<file path="src/rtl/elastic_pkg.sv">
package elastic_pkg;
  // {write, read} event of one stage
  typedef enum logic [1:0] {
    EV_IDLE  = 2'b00,
    EV_READ  = 2'b01,
    EV_WRITE = 2'b10,
    EV_BOTH  = 2'b11
  } xfer_ev_e;

  function automatic xfer_ev_e classify(input logic wr, input logic rd);
    return xfer_ev_e'({wr, rd});
  endfunction
endpackage

</file>
<file path="src/rtl/occ_flag.sv">
module occ_flag
  import elastic_pkg::*;
(
  input  logic     clk_i,
  input  logic     rst_ni,
  input  xfer_ev_e ev_i,
  output logic     full_o
);
  always_ff @(posedge clk_i or negedge rst_ni) begin
    if (!rst_ni) full_o <= 1'b0;
    else begin
      unique case (ev_i)
        EV_READ:  full_o <= 1'b0;
        EV_WRITE: full_o <= 1'b1;
        EV_BOTH:  full_o <= 1'b1; // swap: leaves and refills together
        default:  full_o <= full_o;
      endcase
    end
  end
endmodule

</file>
<file path="src/rtl/data_hold.sv">
module data_hold #(
  parameter int DATA_W = 8
) (
  input  logic              clk_i,
  input  logic              rst_ni,
  input  logic              load_i,
  input  logic [DATA_W-1:0] d_i,
  output logic [DATA_W-1:0] q_o
);
  always_ff @(posedge clk_i or negedge rst_ni) begin
    if (!rst_ni)     q_o <= '0;
    else if (load_i) q_o <= d_i;
  end
endmodule

</file>
<file path="src/rtl/elastic_stage.sv">
module elastic_stage
  import elastic_pkg::*;
#(
  parameter int DATA_W = 8
) (
  input  logic              clk_i,
  input  logic              rst_ni,
  input  logic              up_valid_i,
  input  logic [DATA_W-1:0] up_data_i,
  output logic              up_ready_o,
  output logic              dn_valid_o,
  output logic [DATA_W-1:0] dn_data_o,
  input  logic              dn_ready_i
);
  logic     full, wr, rd;
  xfer_ev_e ev;

  // ready while empty, or while the held word leaves this cycle
  assign up_ready_o = !full || dn_ready_i;
  assign wr         = up_valid_i && up_ready_o;
  assign rd         = full && dn_ready_i;
  assign ev         = classify(wr, rd);
  assign dn_valid_o = full;

  occ_flag u_flag (
    .clk_i  (clk_i),
    .rst_ni (rst_ni),
    .ev_i   (ev),
    .full_o (full)
  );

  data_hold #(.DATA_W(DATA_W)) u_data (
    .clk_i  (clk_i),
    .rst_ni (rst_ni),
    .load_i (wr),
    .d_i    (up_data_i),
    .q_o    (dn_data_o)
  );
endmodule

</file>
<file path="src/rtl/elastic_pipe.sv">
module elastic_pipe #(
  parameter int DATA_W = 8,
  parameter int STAGES = 3
) (
  input  logic              clk_i,
  input  logic              rst_ni,
  input  logic              in_valid_i,
  input  logic [DATA_W-1:0] in_data_i,
  output logic              in_ready_o,
  output logic              out_valid_o,
  output logic [DATA_W-1:0] out_data_o,
  input  logic              out_ready_i
);
  localparam int LINKS = STAGES + 1;

  logic [LINKS-1:0]             lv;
  logic [LINKS-1:0]             lr;
  logic [LINKS-1:0][DATA_W-1:0] ld;

  assign lv[0]       = in_valid_i;
  assign ld[0]       = in_data_i;
  assign in_ready_o  = lr[0];
  assign out_valid_o = lv[STAGES];
  assign out_data_o  = ld[STAGES];
  assign lr[STAGES]  = out_ready_i;

  for (genvar g = 0; g < STAGES; g++) begin : g_stage
    elastic_stage #(.DATA_W(DATA_W)) u_stage (
      .clk_i      (clk_i),
      .rst_ni     (rst_ni),
      .up_valid_i (lv[g]),
      .up_data_i  (ld[g]),
      .up_ready_o (lr[g]),
      .dn_valid_o (lv[g+1]),
      .dn_data_o  (ld[g+1]),
      .dn_ready_i (lr[g+1])
    );
  end
endmodule

</file>
<file path="config.mk">
export PLATFORM = sky130hd
export DESIGN_NAME = elastic_pipe
export DESIGN_NICKNAME = d
export VERILOG_FILES = /design/src/rtl/elastic_pkg.sv /design/src/rtl/occ_flag.sv /design/src/rtl/data_hold.sv /design/src/rtl/elastic_stage.sv /design/src/rtl/elastic_pipe.sv
export SDC_FILE = /design/constraint.sdc
export NUM_CORES = 1
export LEC_CHECK = 0
export BUFFER_PORTS_ARGS = -buffer_cell sky130_fd_sc_hd__buf_2
export CAP_MARGIN = 30
export CORE_MARGIN = 8
export CORE_UTILIZATION = 50
export CTS_CLUSTER_DIAMETER = 40
export DETAILED_ROUTE_END_ITERATION = 7
export HOLD_SLACK_MARGIN = 0.03
export PLACE_DENSITY = 0.8
export SKIP_CTS_REPAIR_TIMING = 1
export SKIP_LAST_GASP = 1
export SLEW_MARGIN = 40
export SYNTH_ARGS = -nofsm -noshare
export SYNTH_HDL_FRONTEND = slang
export SYNTH_HIERARCHICAL = 1
export SYNTH_SLANG_ARGS = --single-unit
</file>
<file path="constraint.sdc">
create_clock -name clk_i -period 2.1 [get_ports clk_i]
set_input_delay 0.42 -clock clk_i [delete_from_list [all_inputs] [get_ports clk_i]]
set_output_delay 0.42 -clock clk_i [all_outputs]
set_load 0.01 [all_outputs]
</file>
# == After elaboration in Yosys (flattened, before gate mapping) ==
# Cells that the tools add are included.
# word_totals
register_bits,27
input_bits,12
output_inout_bits,10
word_cells,34
# classes
eq_ne,9
muxes,3
n_reduce_logical,16
# op_table
operator,n
$eq 2x2->1 const B,6
$eq 2x1->1 const B,3
$pmux 1 s2,3
$reduce_bool 2->1,3
$reduce_or 2->1,3
$logic_and 1x1->1,4
$logic_not 1->1,3
$logic_or 1x1->1,3

# == Longest topological paths before layout ==
# Gate-level depths: netlist (run 1).
# logic_depth
depth_word,8
ltp_mapped,6
depth_no_buf,5

# == Modules after synthesis ==
# Netlist (run 1), hierarchy kept.
# by_module_without_submodules
mod,n_inst,cells_per_inst,area_per_inst_um2,seq_area_each_um2
data_hold,3,17,331.6,200.2
occ_flag,3,3,36.3,25.0
elastic_stage,3,3,30.0,0.0

# == Least setup slack after synthesis (run 1) ==
# Ideal clock, no wire load.
# synth_timing
path_type,input-to-reg
start,input out_ready_i
end,register g_stage[0].u_stage.u_data.q_o[0]
setup_ns,0.125
t_arrival_ns,1.403
slack_ns,0.572
path_stages,6
path_buffers,1
cell_sequence,nand2b_4 nand2b_4 nand2b_4 and2_4 buf_6 mux2_4
# synth_between
elab_chain_cells,4
# synth_rtl
item,line,rtl
from (decl),elastic_pipe.sv:12,input logic out_ready_i
$logic_or 1x1->1 (2 in series),elastic_stage.sv:19,assign up_ready_o = !full || dn_ready_i;
net lr[1],elastic_pipe.sv:17,logic [LINKS-1:0] lr;
$logic_or 1x1->1,elastic_stage.sv:19,
net in_ready_o,elastic_pipe.sv:9,"output logic in_ready_o,"
$logic_and 1x1->1,elastic_stage.sv:20,assign wr = up_valid_i && up_ready_o;
net g_stage[0].u_stage.wr,elastic_stage.sv:15,"logic full, wr, rd;"
to (signal assigned),data_hold.sv:12,else if (load_i) q_o <= d_i;
to (decl),data_hold.sv:8,output logic [DATA_W-1:0] q_o
# The timed path passes the listed nets, and every way through them passes these cells.
# A chain may end at the register's enable or synchronous reset.

# == Worst setup path after layout (run 1) ==
# layout_timing
start,register g_stage[2].u_stage.u_flag.full_o
end,output in_ready_o
# layout_between
elab_chain_cells,4
# layout_rtl
item,line,rtl
from (decl),occ_flag.sv:7,output logic full_o
from (signal assigned),occ_flag.sv:16,default: full_o <= full_o;
$logic_not 1->1,elastic_stage.sv:19,
$logic_or 1x1->1,elastic_stage.sv:19,
net lr[2],elastic_pipe.sv:17,
$logic_or 1x1->1,elastic_stage.sv:19,
net lr[1],elastic_pipe.sv:17,
$logic_or 1x1->1,elastic_stage.sv:19,
to (decl),elastic_pipe.sv:9,
# The timed path passes the listed nets, and every way through them passes these cells.

==> summary.md, run 1 <==
| Metric | Value |
|---|---|
| Max-cap viol count | `0` |
| Layout Skew | `~0.0072 ns` |
| Met2 usage | `roughly 16%` |
| Worst setup margin | `0.4472 ns` |
| Post-synthesis cell count | `slightly below 70` |
| Worst Max-Slew Pin Slew | `roughly 0.57 ns` |
| Clk Latency, worst-skew pair | `about 0.32 ns` |
| Power per cell area | `1488 nW/um2` |
| CP cell instances | `nand2b_4, nand2b_4, nand2b_4, buf_2` |
| Fill cells | `between 150 and 200` |
| Clk sinks | `27` |
| First-pass GRT wire length | `between 3000 and 4000 um` |
| Die ar. | `4207 um2` |
| LEAKAGE | `~0.69 nW` |
| Initial antenna violation count | `0` |
| Most frequent CP cell | `nand2b_4` |
| Commonest non-fill, non-tap cells in the layout | `dfrtp_1, mux2_4, buf_2` |
| Final HPWL DP | `around 1300 um` |
| Net switching power | `0.5936 mW` |
| Row Count | `17` |
| Slowest-stage cell, CP | `dfrtp_1` |
| ANT cells | `0` |
| Met1 GRT Util | `under 10%` |
| Area growth syn-to-layout | `11.22%` |
| RR Startpoint | `g_stage[2].u_stage/u_flag/full_o` |
| Status | `finished clean` |
| Slew Viols, Final | `0` |
| Syn nets | `81` |
| CTS Buf Count | `3` |
| R2R depth | `5` |
| Clock Pin Slew Worst Setup and Hold Paths | `0.14 ns` |
| HP Class | `in2async` |
| Clock power frac | `~11%` |
| WS Path Type | `reg2out` |
| DRT iter0 DRCs | `8` |
| RSZ-0062 raised after global routing | `no` |
| Number of vias per cell | `between 4 and 5` |
| GP Congestion | `0.6700` |
| Crit path required time | `between 1.5 and 2 ns` |
| Startpoint type of the worst setup path | `register` |
| Switching Share | `about 30%` |
| Comb pwr share | `~44%` |
| CP max FO | `4` |
| Synthesized cell area | `around 1200 um2` |
| Fin nets | `104` |
| R2R setup slack | `0.67 ns` |
| GRT busiest layer | `met2` |
| Die height | `between 60 and 70 um` |
| Crit. End Element | `output pin` |
| Layout cells sized above 1 | `a little under two thirds` |
| Setup TNS | `0 ns` |
| Layout Utilization | `59.44%` |
| Crit path time final | `between 1.5 and 2 ns` |
| Io pins | `22` |
| Routed WL | `1857 um` |
| Int Pwr | `1.382 mW` |
| Vias in the first global route | `662` |
| Final hold violation count | `0` |
| Chip width | `between 60 and 70 um` |
| Commonest non-fill, non-tap cell in the layout | `dfrtp_1` |
| Remaining global-route overflow | `0` |
| Tcrit/Tclk final | `between 70% and 80%` |
| Reg power frac | `between 40% and 50%` |
| Synthesis-stage register bit count | `27` |
| Dpl ws | `between 0.5 and 0.6 ns` |
| Tot GR Track Use | `a little under a tenth` |
| Max IR drop VDD | `slightly above 1 mV` |
| Initial Utilization | `53.45%` |
| Root buffer selected by CTS | `clkbuf_4` |
| CP top delay family | `flip-flops` |
| Fmax achieved | `between 0.6 and 0.7 GHz` |
| CTS Buffer Depth | `2` |
| Worst slew margin | `between 60 and 70%` |
| Drc violations | `0` |
| PortBufs | `21` |
| Core footprint | `approximately 2200 um2` |
| Yosys Warn Count | `6` |
| Number of buffers and inverters on the critical path | `1` |
| Largest net degree at the start of global routing | `28` |
| WP data arrival | `approximately 1.2 ns` |
| Avg Inst Size Synth | `17.30 um2` |
| H-tree levels | `1` |
| Unique masters post-synth | `8` |
| Slowest stage delay, CP | `between 0.4 and 0.5 ns` |
| R2R Path End | `g_stage[0].u_stage/u_data/q_o[2]` |
| Antenna-violating nets left | `0` |
| Avg WL per Cell | `around 16 um` |
| CTS tree | `done` |
| DR vias | `a little under 600` |
| Drt pass-1 iters | `4` |
| Sequential cell area fraction in the yosys report | `between 50% and 60%` |
| Final setup viols | `0` |
| Met3 usage | `between 3 and 4%` |
[synthesized netlist by cell type]
cell	count	area [um2]
buf_6	3	33.78
mux2_4	24	360.4
dfrtp_1	27	675.7
and2_4	3	26.28
inv_1	3	11.26
and2_2	3	22.52
nand2b_4	3	41.29
a21o_1	3	22.52
[flip-flops by register name, indices dropped and copies added (netlist names)]
signal,cells
g_stage.u_stage/u_data/q_o,24
g_stage.u_stage/u_flag/full_o,3
[cell families after synthesis]
family | synth area share, %
compound gates | 1.887
simple gates | 7.547
flops | 56.60
mux | 30.19
buf+inv | 3.773
[cell type report]
class / instances / area [um2] / share of cell area [%]
clock buffers: 3 / 22.52 / 1.697
clock inverters: 1 / 5.005 / 0.3770
inverters: 3 / 11.26 / 0.8483
multi-input cells: 36 / 473.0 / 35.63
flip-flops and latches: 27 / 675.6 / 50.90
well taps: 28 / 35.03 / 2.639
repair buffers: 21 / 105.1 / 7.917
[power by group through the flow]
stage | Clock, mW | Combinational, mW | Sequential (mW)
3_3_place_gp | 0 | 0.851 | 0.898
5_1_grt | 0.255 | 0.921 | 0.921
2_1_floorplan | 0 | 0.690 | 0.924
6_report | 0.219 | 0.862 | 0.894
3_5_place_dp | 0 | 0.873 | 0.907
4_1_cts | 0.232 | 0.879 | 0.896
[stage by stage]
stage          hold slack (ns)  instance area (um2)  cells  total power [mW]
2_1_floorplan           0.1244                 1194     69             1.614
6_report               0.06811                 1328    119             1.975
3_5_place_dp            0.4541                 1300    115             1.780
5_1_grt                0.09122                 1328    119             2.097
3_3_place_gp            0.4470                 1300    115             1.749
4_1_cts                0.08218                 1328    119             2.007
[worst reg2reg max path, cell delays in order, from the launching register on]
cell and delay (ns):
dfrtp_1 0.45, nand2b_4 0.09, nand2b_4 0.12, nand2b_4 0.12, and2_4 0.24, mux2_4 0.32
[per-layer routing]
metal	share of wire, %	up-vias
li1	-	272
met4	0.86	0
met1	44	296
met2	50	11
met5	0	-
met3	4.9	2
[how the worst max path moves through the flow]
stage                                          start                          endpoint  cells past startpoint
floorplan                                out_ready_i  g_stage[0].u_stage/u_data/q_o[0]                      6
global placement                         out_ready_i  g_stage[0].u_stage/u_data/q_o[1]                      6
detailed placement                       out_ready_i  g_stage[0].u_stage/u_data/q_o[6]                      6
CTS                 g_stage[2].u_stage/u_flag/full_o                        in_ready_o                      4
global route        g_stage[2].u_stage/u_flag/full_o                        in_ready_o                      4
finish              g_stage[2].u_stage/u_flag/full_o                        in_ready_o                      4
Power figures use the tool's default switching activity.
==> run 2: changes to the inputs <==
Clock period 2.1 ns to 1.65 ns, I/O delays scaled along.
==> run 2 against run 1 <==
Effect of this change:
- flip-flop and latch count unchanged
- first-iteration DRC count up 75%
- global-route usage up 0.32 points
- sequential power up 28%
- die area unchanged
- final cell count up 1.7%
- clock power up 25%
- critical path depth unchanged
- critical path type unchanged
- largest cell class unchanged
==> summary.md, run 2 (same netlist as run 1, synthesis figures left out) <==
| Metric | Value |
|---|---|
| Post-Place Cells | `~120` |
| HP Class | `in2reg` |
| CTS Buf Count | `3` |
| Core footprint | `approximately 2200 um2` |
| Root buffer selected by CTS | `clkbuf_4` |
| Commonest non-fill, non-tap cell in the layout | `dfrtp_1` |
| Remaining global-route overflow | `0` |
| Chip width | `64.86 um` |
| WS Path Type | `reg2out` |
| Final setup viols | `0` |
| DR vias | `between 500 and 600` |
| Routed WL | `about 1900 um` |
| Registers with the most flip-flops | `g_stage.u_stage/u_data/q_o (24), g_stage.u_stage/u_flag/full_o (3)` |
| H-tree levels | `1` |
| CP cell instances | `nand2b_4, nand2b_4, nand2b_4, buf_2` |
| Worst Max-Slew Pin Slew | `0.5811 ns` |
| Io pins | `22` |
| Avg WL per Cell | `between 15 and 20 um` |
| Clk sinks | `27` |
| Multi-input gate area | `around 470 um2` |
| Hold Path End | `g_stage[0].u_stage/u_data/q_o[5]` |
| Startpoint type of the worst setup path | `register` |
| Vias in the first global route | `about 670` |
| Setup TNS | `0 ns` |
| Worst slew margin | `between 60 and 70%` |
| Crit path time final | `1.541 ns` |
| Power per cell area | `roughly 1900 nW/um2` |
| R2R depth | `5` |
| RSZ-0062 raised after global routing | `no` |
| Fill cells | `roughly 180` |
| Largest register FFs | `24` |
| Fin nets | `between 100 and 150` |
| GP Congestion | `around 0.67` |
| Max-cap viol count | `0` |
| Commonest non-fill, non-tap cells in the layout | `dfrtp_1, mux2_4, buf_2` |
| Tot GR Track Use | `9.459%` |
| Die ar. | `approximately 4200 um2` |
| Layout cells sized above 1 | `between 60% and 70%` |
| Largest Register | `g_stage.u_stage/u_data/q_o` |
| WHS Path Cells | `2` |
| Area growth syn-to-layout | `12.68%` |
| First-pass GRT wire length | `~3100 um` |
| Max IR drop VDD | `about 1.5 mV` |
| Drt pass-1 iters | `3` |
| CP max FO | `3` |
| Largest net degree at the start of global routing | `28` |
| Final hold violation count | `0` |
| Row Count | `17` |
| Initial antenna violation count | `0` |
| Die height | `about 65 um` |
| Layout Skew | `0.008638 ns` |
| CTS tree | `done` |
| PortBufs | `21` |
| LEAKAGE | `between 0.6 and 0.7 nW` |
| Fmax achieved | `between 0.6 and 0.7 GHz` |
| Clock Pin Slew Worst Setup and Hold Paths | `about 0.14 ns` |
| Slew Viols, Final | `0` |
| Final HPWL DP | `approximately 1400 um` |
| Crit path required time | `between 1 and 1.5 ns` |
| Crit. End Element | `output pin` |
| Slowest-stage cell, CP | `dfrtp_1` |
| Post-Layout Cell Count | `121` |
| DRT iter0 DRCs | `14` |
| Antenna-violating nets left | `0` |
| Number of vias per cell | `4.868` |
| Initial Utilization | `between 50% and 60%` |
| Tcrit/Tclk final | `93.41%` |
| Status | `finished clean` |
| R2R setup slack | `between 0.2 and 0.25 ns` |
| ANT cells | `0` |
| Hold_sp | `in_data_i[5]` |
| Drc violations | `0` |
| WP data arrival | `1.21 ns` |
| Slowest stage delay, CP | `about 0.43 ns` |
| Most frequent CP cell | `nand2b_4` |
| RR Startpoint | `g_stage[2].u_stage/u_flag/full_o` |
| FF/Latch Area | `around 680 um2` |
| Clk Latency, worst-skew pair | `~0.31 ns` |
| CTS Buffer Depth | `2` |
| R2R Path End | `g_stage[0].u_stage/u_data/q_o[2]` |
run 2: cell count changes in the layout (fill, tap and decap cells not counted), sizes merged:
cell	change
buf	+1
dlygate4sd3	+1
run 2: critical path, delay by kind of cell, from the launching register on:
kind | cells | cell delay, ns
buffers and inverters | 1 | 0.14
flip-flops | 1 | 0.43
AND/OR/NAND/NOR | 3 | 0.35
run 2: per-layer routing:
metal	part of all wire, %	GRT usage, %	wire length, um	vias up
li1	-	-	-	279
met1	43	10.43	830	299
met2	52	16.27	995	9
met3	4.3	3.093	82	2
met4	0.83	4.087	16	0
met5	0	0	0	-
run 2: how the worst max path moves through the flow:
stage                                      from                               end  slack [ns]  cells after the start
3_5_place_dp                        out_ready_i  g_stage[0].u_stage/u_data/q_o[6]        0.16                      6
2_1_floorplan  g_stage[2].u_stage/u_flag/full_o  g_stage[0].u_stage/u_data/q_o[0]        0.16                      6
5_1_grt        g_stage[2].u_stage/u_flag/full_o                        in_ready_o        0.03                      4
3_3_place_gp                        out_ready_i  g_stage[0].u_stage/u_data/q_o[1]        0.18                      6
6_report       g_stage[2].u_stage/u_flag/full_o                        in_ready_o        0.11                      4
4_1_cts        g_stage[2].u_stage/u_flag/full_o                        in_ready_o        0.06                      4
run 2: cell type report:
type | count | area share, %
multi-input cells | 36 | 35.16
clock inverters | 1 | 0.3721
flip-flops and latches | 27 | 50.23
well taps | 28 | 2.605
repair buffers | 23 | 9.116
inverters | 3 | 0.8372
clock buffers | 3 | 1.674
run 2: metrics by stage:
stage / area, um2 / total power, mW / setup WS (ns) / hold WS (ns) / utilization, %
2_1_floorplan: 1194 / 2.055 / 0.1638 / 0.03441 / -
3_3_place_gp: 1300 / 2.226 / 0.1848 / 0.3570 / 58.21
3_5_place_dp: 1300 / 2.271 / 0.1638 / 0.3642 / 58.21
4_1_cts: 1328 / 2.558 / 0.06401 / -0.005122 / 59.44
5_1_grt: 1345 / 2.689 / 0.02712 / 0.2081 / 60.22
6_report: 1345 / 2.533 / 0.1088 / 0.2363 / 60.22
run 2: report_power, final:
part / internal [mW] / leakage, nW / switching (mW) / total, mW
Combinational: 0.726 / 0.365 / 0.394 / 1.12
Sequential: 0.955 / 0.313 / 0.184 / 1.14
Clock: 0.0906 / 0.0177 / 0.183 / 0.273
==> run 3: changes to the inputs <==
Settings changed: CORE_UTILIZATION 50 to 36, PLACE_DENSITY 0.8 to 0.64, SYNTH_HIERARCHICAL 1 to not set.
==> run 3 against run 2 <==
Effect of this change:
- power decreased by 39%
- utilization decreased by 16 points
- fmax increased by 8.3%
- first-iteration DRC count increased by 29%
- cell area decreased by 11%
- combinational power decreased by 67%
- sequential share of layout area increased by 6.2 points
- register-to-register slack improved by 0.20 ns
- die area increased by 14%
- worst hold slack improved by 0.0034 ns
- synthesized area decreased by 15%
- clock skew decreased by 0.0068 ns
- largest power group unchanged
- highest routed layer unchanged
==> summary.md, run 3 <==
| Metric | Value |
|---|---|
| Vias in the first global route | `623` |
| CTS Buf Count | `3` |
| Routed WL | `1640 um` |
| Area leader, netlist | `dfrtp_1` |
| Tcrit/Tclk final | `a little under nine tenths` |
| HP Class | `in2reg` |
| Clk Latency, worst-skew pair | `between 0.3 and 0.4 ns` |
| Most instantiated cells after synthesis | `dfrtp_1, mux2_2, nand2b_1, nand2_2` |
| Setup TNS | `0 ns` |
| Number of vias per cell | `about 4.7` |
| Tot GR Track Use | `slightly below 8%` |
| Avg WL per Cell | `roughly 14 um` |
| WS Path Type | `reg2out` |
| Yosys top cell area share | `about two thirds` |
| Commonest non-fill, non-tap cells in the layout | `dfrtp_1, mux2_2, buf_2, nand2b_1, clkbuf_4` |
| Crit. End Element | `output pin` |
| Core footprint | `2710 um2` |
| Crit path time final | `~1.4 ns` |
| Most common cell in the netlist | `dfrtp_1` |
| Chip width | `between 60 and 70 um` |
| Post-synthesis cell count | `60` |
| Registers with the most flip-flops | `g_stage.u_stage.u_data.q_o (24), g_stage.u_stage.u_flag.full_o (3)` |
| DRT iter0 DRCs | `18` |
| Io pins | `22` |
| CP cell instances | `nand4b_2, buf_2` |
| Switching Share | `between 20% and 30%` |
| Largest Register | `g_stage.u_stage.u_data.q_o` |
| Fmax achieved | `roughly 0.70 GHz` |
| CTS tree | `done` |
| Drc violations | `0` |
| Die ar. | `roughly 4800 um2` |
| Layout cells sized above 1 | `between 60% and 70%` |
| Die height | `69.16 um` |
| Unique masters post-synth | `7` |
| Crit path required time | `roughly 1.3 ns` |
| First-pass GRT wire length | `3042 um` |
| Net switching power | `between 0.4 and 0.5 mW` |
| Row Count | `19` |
| GP Congestion | `around 0.73` |
| Number of synthesized flops with an enable pin | `0` |
| Initial Utilization | `between 30% and 40%` |
| Comb pwr share | `a little under a quarter` |
| Area growth syn-to-layout | `17.71%` |
| Synthesis-stage register bit count | `27` |
| ANT cells | `0` |
| Fraction of registers with async set/reset | `100.0%` |
| Status | `finished clean` |
| Top FF cell, synth | `dfrtp_1` |
| Fill cells | `263` |
| Reg power frac | `between 50% and 60%` |
| CTS Buffer Depth | `2` |
| Yosys Warn Count | `0` |
| Startpoint type of the worst setup path | `register` |
| Slew Viols, Final | `0` |
| Final setup viols | `0` |
| Commonest non-fill, non-tap cell in the layout | `dfrtp_1` |
| Number of buffers and inverters on the critical path | `1` |
| Worst slew margin | `61.31%` |
| CP max FO | `4` |
| Power per cell area | `1291 nW/um2` |
| DR vias | `553` |
| Fin nets | `just under 100` |
| Root buffer selected by CTS | `clkbuf_4` |
| PortBufs | `21` |
| RSZ-0062 raised after global routing | `no` |
| Drt pass-1 iters | `3` |
| Initial antenna violation count | `0` |
| Largest cells by area after synthesis | `dfrtp_1, mux2_2, nand2b_1, nand4b_2, nand2_2` |
| Remaining global-route overflow | `0` |
| Clock Pin Slew Worst Setup and Hold Paths | `roughly 0.13 ns` |
| Clk sinks | `27` |
| Worst Max-Slew Pin Slew | `between 0.5 and 0.6 ns` |
| LEAKAGE | `0.5394 nW` |
| Largest net degree at the start of global routing | `28` |
| Final hold violation count | `0` |
| Max-cap viol count | `0` |
| Max IR drop VDD | `0.7370 mV` |
| Synthesized cell area | `a little over 1000 um2` |
| Largest register FFs | `24` |
| Syn nets | `72` |
| WP data arrival | `roughly 1.1 ns` |
| Layout Utilization | `between 40 and 50%` |
| Clock power frac | `between 15 and 20%` |
| Sequential cell area fraction in the yosys report | `between 60% and 70%` |
| CP top delay family | `flip-flops` |
| Int Pwr | `between 1 and 1.5 mW` |
| H-tree levels | `1` |
| Antenna-violating nets left | `0` |
| Slowest stage delay, CP | `between 0.4 and 0.5 ns` |
| Layout Skew | `~0.0018 ns` |
| Avg Inst Size Synth | `around 17 um2` |
| Slowest-stage cell, CP | `dfrtp_1` |
[run 3: cell types whose count changed after synthesis, moves of 2 or more]
cell	before	now
and2_4	3	0
and2_2	3	0
mux2_2	0	24
a21o_1	3	0
nand2b_4	3	0
inv_1	3	0
nand2b_1	0	4
mux2_4	24	0
buf_6	3	0
nand2_2	0	2
[run 3: worst paths after layout]
check,startpoint,to,slack [ns],depth (start not counted)
max in group asynchronous,rst_ni,g_stage[0].u_stage.u_data.q_o[5],0.74,2
worst min-delay path,in_data_i[6],g_stage[0].u_stage.u_data.q_o[6],0.24,2
worst min register to register,g_stage[2].u_stage.u_data.q_o[4],g_stage[2].u_stage.u_data.q_o[4],0.51,1
min in group asynchronous,rst_ni,g_stage[2].u_stage.u_data.q_o[4],0.54,2
worst max register to register,g_stage[1].u_stage.u_flag.full_o,g_stage[0].u_stage.u_data.q_o[1],0.43,3
worst max-delay path,g_stage[1].u_stage.u_flag.full_o,in_ready_o,0.23,2
[run 3: power groups by stage]
stage	Clock [mW]	Combinational, mW	Sequential [mW]
floorplan	0	0.193	0.951
global placement	0	0.369	0.917
detailed placement	0	0.375	0.929
CTS	0.292	0.375	0.913
global route	0.320	0.406	0.931
finish	0.271	0.366	0.909
[run 3: layer usage]
| metal | part of all wire, % | up-vias | global-route usage (%) |
|---|---|---|---|
| met5 | 0 | - | 0 |
| met4 | 1.8 | 0 | 5.467 |
| met3 | 6.5 | 2 | 3.004 |
| met2 | 47 | 14 | 11.48 |
| met1 | 45 | 272 | 9.262 |
| li1 | - | 265 | - |
[run 3: logic make-up after synthesis]
family | after synthesis | synth area share [%]
and+or+nand+nor | 9 | 7.010
DFF | 27 | 66.42
muxes | 24 | 26.57
[run 3: area by class of cell]
cell class | count | area [um2] | share of cell area, %
Clock buffer | 4 | 26.28 | 2.194
Multi-Input combinational cell | 33 | 341.6 | 28.53
Sequential cell | 27 | 675.6 | 56.43
Tap cell | 31 | 38.79 | 3.239
Timing Repair Buffer | 22 | 115.1 | 9.613
[run 3: through the flow]
| step | instance area (um2) | power [mW] | hold WS (ns) | setup WS [ns] | std cells |
|---|---|---|---|---|---|
| after floorplan | 1017 | 1.144 | 0.03441 | 0.4041 | 60 |
| final | 1197 | 1.546 | 0.2397 | 0.2265 | 117 |
| after CTS | 1187 | 1.581 | -0.0003056 | 0.1960 | 116 |
| after detailed placement | 1161 | 1.303 | 0.3647 | 0.3208 | 112 |
| after global routing | 1197 | 1.657 | 0.2171 | 0.1257 | 117 |
| after global placement | 1161 | 1.286 | 0.3592 | 0.3415 | 112 |
[run 3: worst reg2reg max path: stages (launching register included)]
cell and delay, ns:
dfrtp_1 0.43, nand4b_2 0.18, nand2_4 0.17, mux2_2 0.35
